### config.mk
export PLATFORM = sky130hd
export DESIGN_NAME = branch_hazard_ctrl
export DESIGN_NICKNAME = d
export VERILOG_FILES = /design/src/rtl/bhc_pkg.sv /design/src/rtl/bhc_ctrl_detect.sv /design/src/rtl/bhc_fetch_pc.sv /design/src/rtl/bhc_valid_pipe.sv /design/src/rtl/branch_hazard_ctrl.sv
export SDC_FILE = /design/constraint.sdc
export NUM_CORES = 1
export LEC_CHECK = 0
export BUFFER_PORTS_ARGS = -buffer_cell sky130_fd_sc_hd__clkbuf_2
export CAP_MARGIN = 20
export CORE_ASPECT_RATIO = 1.4
export CORE_MARGIN = 2
export CORE_UTILIZATION = 41
export DETAILED_ROUTE_END_ITERATION = 7
export GPL_TIMING_DRIVEN = 0
export PLACE_DENSITY = 0.84
export SETUP_SLACK_MARGIN = 0.3
export SYNTH_ARGS = -nofsm -noshare
export SYNTH_HDL_FRONTEND = slang
export SYNTH_SLANG_ARGS = --single-unit
### constraint.sdc
create_clock -name clk_i -period 1.7 [get_ports clk_i]
set_clock_uncertainty 0.2 [all_clocks]
set_input_delay 0.17 -clock clk_i [delete_from_list [all_inputs] [get_ports clk_i]]
set_output_delay 0.17 -clock clk_i [all_outputs]
set_load 0.1 [all_outputs]
### src/rtl/bhc_pkg.sv
`timescale 1ns/1ps
package bhc_pkg;
  typedef enum logic {MODE_STALL = 1'b0, MODE_SQUASH = 1'b1} hz_mode_e;
  typedef enum logic [1:0] {
    CLS_ALU = 2'b00, CLS_MEM = 2'b01, CLS_BRANCH = 2'b10, CLS_JUMP = 2'b11
  } insn_class_e;

  function automatic logic is_ctrl_flow(insn_class_e c);
    return (c == CLS_BRANCH) || (c == CLS_JUMP);
  endfunction
endpackage

### src/rtl/bhc_ctrl_detect.sv
`timescale 1ns/1ps
module bhc_ctrl_detect
  import bhc_pkg::*;
(
  input  logic       dec_valid_i,
  input  logic [1:0] dec_class_i,
  input  logic       mode_i,
  output logic       detect_o
);
  insn_class_e cls;
  hz_mode_e    mode;

  assign cls      = insn_class_e'(dec_class_i);
  assign mode     = hz_mode_e'(mode_i);
  assign detect_o = dec_valid_i && (mode == MODE_STALL) && is_ctrl_flow(cls);
endmodule

### src/rtl/bhc_fetch_pc.sv
`timescale 1ns/1ps
module bhc_fetch_pc #(
  parameter int          ADDR_W     = 32,
  parameter logic [31:0] RESET_VEC  = 32'h0000_0100,
  parameter int          INSN_BYTES = 4
) (
  input  logic              clk_i,
  input  logic              rst_ni,
  input  logic              advance_i,
  input  logic              load_i,
  input  logic [ADDR_W-1:0] target_i,
  output logic [ADDR_W-1:0] pc_o
);
  localparam logic [ADDR_W-1:0] STEP = ADDR_W'(INSN_BYTES);
  localparam logic [ADDR_W-1:0] RVEC = RESET_VEC[ADDR_W-1:0];

  logic [ADDR_W-1:0] pc_q;

  always_ff @(posedge clk_i or negedge rst_ni) begin
    if (!rst_ni)        pc_q <= RVEC;
    else if (load_i)    pc_q <= target_i;
    else if (advance_i) pc_q <= pc_q + STEP;
  end

  assign pc_o = pc_q;

  p_pc_frozen_r3: assert property (@(posedge clk_i) disable iff (!rst_ni)
    (!advance_i && !load_i) |=> $stable(pc_o));
  p_pc_step_r5: assert property (@(posedge clk_i) disable iff (!rst_ni)
    (advance_i && !load_i) |=> pc_o == $past(pc_o) + STEP);
endmodule

### src/rtl/bhc_valid_pipe.sv
`timescale 1ns/1ps
module bhc_valid_pipe #(
  parameter int NUM_STG    = 4,
  parameter int KILL_DEPTH = 3
) (
  input  logic               clk_i,
  input  logic               rst_ni,
  input  logic               noop_dec_i,
  input  logic               squash_i,
  output logic [NUM_STG-1:0] valid_o
);
  logic [NUM_STG-1:0] valid_q;
  logic [NUM_STG-1:1] nxt;

  for (genvar k = 1; k < NUM_STG; k++) begin : g_stg
    localparam bit KILLED = (k <= KILL_DEPTH);
    localparam bit NOOP_HERE = (k == 1);
    assign nxt[k] = valid_q[k-1] & ~(KILLED & squash_i) & ~(NOOP_HERE & noop_dec_i);
  end

  always_ff @(posedge clk_i or negedge rst_ni) begin
    if (!rst_ni) valid_q <= '0;
    else         valid_q <= {nxt, 1'b1};
  end

  assign valid_o = valid_q;

  p_noop_dec_r3: assert property (@(posedge clk_i) disable iff (!rst_ni)
    noop_dec_i |=> !valid_o[1]);
  p_squash_clears_r6: assert property (@(posedge clk_i) disable iff (!rst_ni)
    squash_i |=> valid_o[KILL_DEPTH:1] == '0);
endmodule

### src/rtl/branch_hazard_ctrl.sv
`timescale 1ns/1ps
module branch_hazard_ctrl
  import bhc_pkg::*;
#(
  parameter int          ADDR_W     = 32,
  parameter logic [31:0] RESET_VEC  = 32'h0000_0100,
  parameter int          INSN_BYTES = 4
) (
  input  logic              clk_i,
  input  logic              rst_ni,
  input  logic              mode_i,
  input  logic [1:0]        dec_class_i,
  input  logic              ex_resolve_i,
  input  logic              ex_taken_i,
  input  logic [ADDR_W-1:0] ex_target_i,
  output logic [ADDR_W-1:0] fetch_pc_o,
  output logic              fetch_hold_o,
  output logic              dec_noop_o,
  output logic              redirect_o,
  output logic [ADDR_W-1:0] redirect_pc_o,
  output logic [2:0]        squash_o,
  output logic [3:0]        stage_valid_o
);
  localparam int NUM_STG    = 4;
  localparam int KILL_DEPTH = 3;
  localparam int STG_F = 0, STG_D = 1, STG_X = 2;

  logic detect, pend_q, taken_res, kill;
  logic [NUM_STG-1:0] valid;

  bhc_ctrl_detect u_detect (
    .dec_valid_i (valid[STG_D]),
    .dec_class_i (dec_class_i),
    .mode_i      (mode_i),
    .detect_o    (detect)
  );

  // branch sits in execute exactly one cycle after detection
  always_ff @(posedge clk_i or negedge rst_ni) begin
    if (!rst_ni) pend_q <= 1'b0;
    else         pend_q <= detect;
  end

  assign taken_res = ex_resolve_i && ex_taken_i && valid[STG_X];
  assign kill      = taken_res && (hz_mode_e'(mode_i) == MODE_SQUASH);

  assign fetch_hold_o  = detect | pend_q;
  assign dec_noop_o    = fetch_hold_o;
  assign redirect_o    = taken_res;
  assign redirect_pc_o = ex_target_i;
  assign squash_o      = {KILL_DEPTH{kill}};

  bhc_fetch_pc #(
    .ADDR_W     (ADDR_W),
    .RESET_VEC  (RESET_VEC),
    .INSN_BYTES (INSN_BYTES)
  ) u_pc (
    .clk_i     (clk_i),
    .rst_ni    (rst_ni),
    .advance_i (valid[STG_F] & ~fetch_hold_o),
    .load_i    (taken_res),
    .target_i  (ex_target_i),
    .pc_o      (fetch_pc_o)
  );

  bhc_valid_pipe #(
    .NUM_STG    (NUM_STG),
    .KILL_DEPTH (KILL_DEPTH)
  ) u_valid (
    .clk_i      (clk_i),
    .rst_ni     (rst_ni),
    .noop_dec_i (dec_noop_o),
    .squash_i   (kill),
    .valid_o    (valid)
  );

  assign stage_valid_o = valid;

  p_release_r4: assert property (@(posedge clk_i) disable iff (!rst_ni)
    pend_q |=> !fetch_hold_o);
  p_redirect_pc_r7: assert property (@(posedge clk_i) disable iff (!rst_ni)
    redirect_o |=> fetch_pc_o == $past(ex_target_i));
  p_idle_exec_r9: assert property (@(posedge clk_i) disable iff (!rst_ni)
    !stage_valid_o[STG_X] |-> (!redirect_o && squash_o == '0));
  p_notaken_quiet_r8: assert property (@(posedge clk_i) disable iff (!rst_ni)
    (ex_resolve_i && !ex_taken_i) |-> (squash_o == '0 && !redirect_o));
endmodule

==> summary.md <==
| Metric | Value |
|---|---|
| Ys flop type | `dfrtp_1` |
| Crit path launch | `u_valid.valid_o[1]$_DFF_PN0_` |
| Yosys reg bits | `37` |
| Die area | `6040 µm²` |
| PwrDens | `1370 nW/µm²` |
| Peak VDD IR | `1070 µV` |
| Cell taking the most area after synthesis | `dfrtp_1` |
| Final instance area | `4720 µm²` |
| Status | `finished, violations left` |
| CP Class | `flop to flop` |
| CP cell instances | `and3b_1 -> buf_6 -> nor4_4 -> buf_4 -> buf_6 -> nand4_1 -> xor2_2 -> o21ai_2` |
| Yosys synthesis warning count | `0` |
| Synth unique cells | `29` |
| Min Tclk post-route | `2070 ps` |
| RD Place Congestion | `0.799` |
| Max-cap violations | `0` |
| CTS Buf Count | `5` |
| Synth cell count leaders | `buf_4, dfrtp_1, nand2_1, xor2_1, o21ai_0` |
| Area after DPL | `3170 µm²` |
| Total gr overflow | `0` |
| Via density | `5.44` |
| Die width | `66.2 µm` |
| Hold Slack | `-182 ps` |
| Post-synth ARST share | `1.00` |
| Slew @ Worst Pin | `957 ps` |
| PortBufs | `111` |
| Synth Instances | `239` |
| Vias in the first global route | `2741` |
| Violated checks | `hold timing, setup timing` |
| Diodes inserted | `0` |
| Nets | `468` |
| Post-Syn Nets | `279` |
| Max FO, Critical Path | `5` |
| Switching part of the total | `0.526` |
| Max Buffers Root-to-Sink | `2` |
| WL per Instance | `21.4 µm` |
| CP startpoint kind | `flop` |
| HPWL Detailed | `4.56 mm` |
| Seq/Total Area, Yosys | `0.417` |
| Slack of the critical path | `-368 ps` |
| Post-Route WL | `10.6 mm` |
| Later-pin clock latency in the skew report | `290 ps` |
| Sinks on Clock Net | `37` |
| Count leader, synth | `buf_4` |
| Fmax | `484 MHz` |
| Post-route setup TNS | `-9000 ps` |
| First-pass DRT Iterations | `6` |
| Largest cells by area after synthesis | `dfrtp_1, buf_4, xor2_1, nand2_1, nand4_1` |
| Initial antenna violation count | `0` |
| LEAKAGE | `2.11 nW` |
| H-Tree Depth | `2` |
| Worst path most repeated cell | `buf_6` |
| Clk Tree Root Cell | `clkbuf_8` |
| RSZ-0062 raised after global routing | `true` |
| WP buf/inv | `3` |
| Worst Hold Class | `input pin to asynchronous set/reset pin` |
| Period utilization | `1.22` |
| Critical Path AT | `2080 ps` |
| Seq pwr share | `0.252` |
| Hold buffer count at CTS | `32` |
| Mapped Area | `2220 µm²` |
| Max_slew headroom | `0.362` |
| Antenna viol nets, final | `0` |
| Die H | `91.1 µm` |
| Clk slew on worst S/H paths | `80 ps` |
| Rows | `31` |
| Final Hold Viols | `36` |
| # setup viols final | `37` |
| Setup slack at placement | `-297 ps` |
| Vias | `2694` |
| P&R area growth vs syn | `112%` |
| Initial core utilization | `0.428` |
| Layout cells sized above 1 | `0.650` |
| P_int | `0.00307 W` |
| Yosys top cell area share | `0.405` |
| Slowest cell on crit path | `dfrtp_1` |
| Combinational power share | `0.623` |
| GR Util All Layers | `0.304` |
| Power share of the clock group | `0.125` |
| First-pass GRT wire length | `13.9 mm` |
| Drt drc | `0` |
| CTS tree | `built` |
| Syn_area_per_cell | `9.30 µm²` |
| Final-layout fill cell count | `197` |
| Reg2Reg Launch Point | `u_valid.valid_o[1]$_DFF_PN0_` |
| Util after Layout | `0.907` |
| EDFF count, synth | `0` |
| Switch Pwr | `0.00340 W` |
| Final slew viol count | `0` |
| Multi-input logic area | `1210 µm²` |
| Critical Path Max Stage Delay | `400 ps` |
| Pin count of the biggest net entering global routing | `38` |
| 1st-iter DRT viols | `155` |
| CORE AREA | `5200 µm²` |
| Top-Level Pins | `113` |
| WP data required | `1710 ps` |
| Endpoint class of the critical path | `flop` |
| Register area | `1010 µm²` |
| Family with the most delay on the worst path | `simple AND/OR/NAND/NOR gates` |
## layer usage
layer / wire (µm) / track usage / vias up / share of wire
li1: - / - / 1158 / -
met2: 5960 / 0.580 / 172 / 0.56
met4: 506 / 0.143 / 0 / 0.048
met3: 607 / 0.0682 / 47 / 0.057
met1: 3540 / 0.292 / 1317 / 0.33
met5: 0 / 0 / - / 0
## logic make-up (layout without fill, tap and decap cells)
family,after synthesis,count (layout),synth area share
and+or+nand+nor,91,91,0.225
buffers and inverters,47,237,0.150
DFF,37,37,0.417
AOI/OAI and AO/OA,29,29,0.0670
xor gates and xnor gates,29,29,0.114
muxes,4,4,0.0197
adders and majority gates,1,1,0.00563
other,1,1,0.00169
## state kept, by name, indices dropped and copies added, names as in the netlist
| register | cells |
|---|---|
| u_pc.pc_o | 32 |
| u_valid.valid_o | 4 |
| pend_q | 1 |
## final timing paths
kind / endpoint / slack [ps] / cells past startpoint
setup reg to reg: u_pc.pc_o[31]$_DFFE_PN0P_ / -370 / 8
setup / recovery: u_pc.pc_o[31]$_DFFE_PN0P_ / -370 / 8
hold / removal: u_pc.pc_o[4]$_DFFE_PN0P_ / -180 / 1
hold reg to reg: u_pc.pc_o[1]$_DFFE_PN0P_ / 350 / 1
min in group clk_i: u_valid.valid_o[1]$_DFF_PN0_ / 190 / 4
max in group asynchronous: u_pc.pc_o[11]$_DFFE_PN0P_ / 780 / 1
## placed cells by master (no fill, tap or decap), drive strengths merged, types with 2 or more instances in the layout
master	n
buf	91
and2	4
dfrtp	36
mux2	3
and3	6
nor2	4
and4	2
clkbuf	113
xnor2	5
dlygate4sd3	32
nand4	17
nand3	13
o21ai	29
nor4	2
nor2b	2
xor2	24
nor3	4
nand2	34
## area by class of cell
| cell class | instances | area share |
|---|---|---|
| well taps | 66 | 0.0175 |
| repair buffers | 182 | 0.381 |
| plain buffers | 47 | 0.105 |
| clock buffers | 7 | 0.0183 |
| multi-input cells | 155 | 0.257 |
| clock inverters | 1 | 0.00637 |
| flip-flops and latches | 37 | 0.215 |
## repair_timing
item / 4_1_cts / 5_1_grt
buffers inserted: 24 / 12
setup endpoints to repair: 75 / 66
hold endpoints to repair: 68 / 36
gates resized for setup: 135 / 37
cloned: 3 / 0
pin swaps: 28 / 20
## power by group through the flow
stage / sequential, W / combinational, W / clock [W]
after floorplan: 0.00308 / 0.000855 / 0
after global placement: 0.00153 / 0.00286 / 0
after detailed placement: 0.00154 / 0.00289 / 0
after CTS: 0.00155 / 0.00376 / 0.000804
after global routing: 0.00165 / 0.00413 / 0.000841
final: 0.00163 / 0.00403 / 0.000810
## per-stage QoR
step                      total power, W  cells
after global routing             0.00662    495
final                            0.00647    495
after global placement           0.00438    416
after detailed placement         0.00443    416
after CTS                        0.00612    483
after floorplan                  0.00393    239
Power figures use the tool's default switching activity.
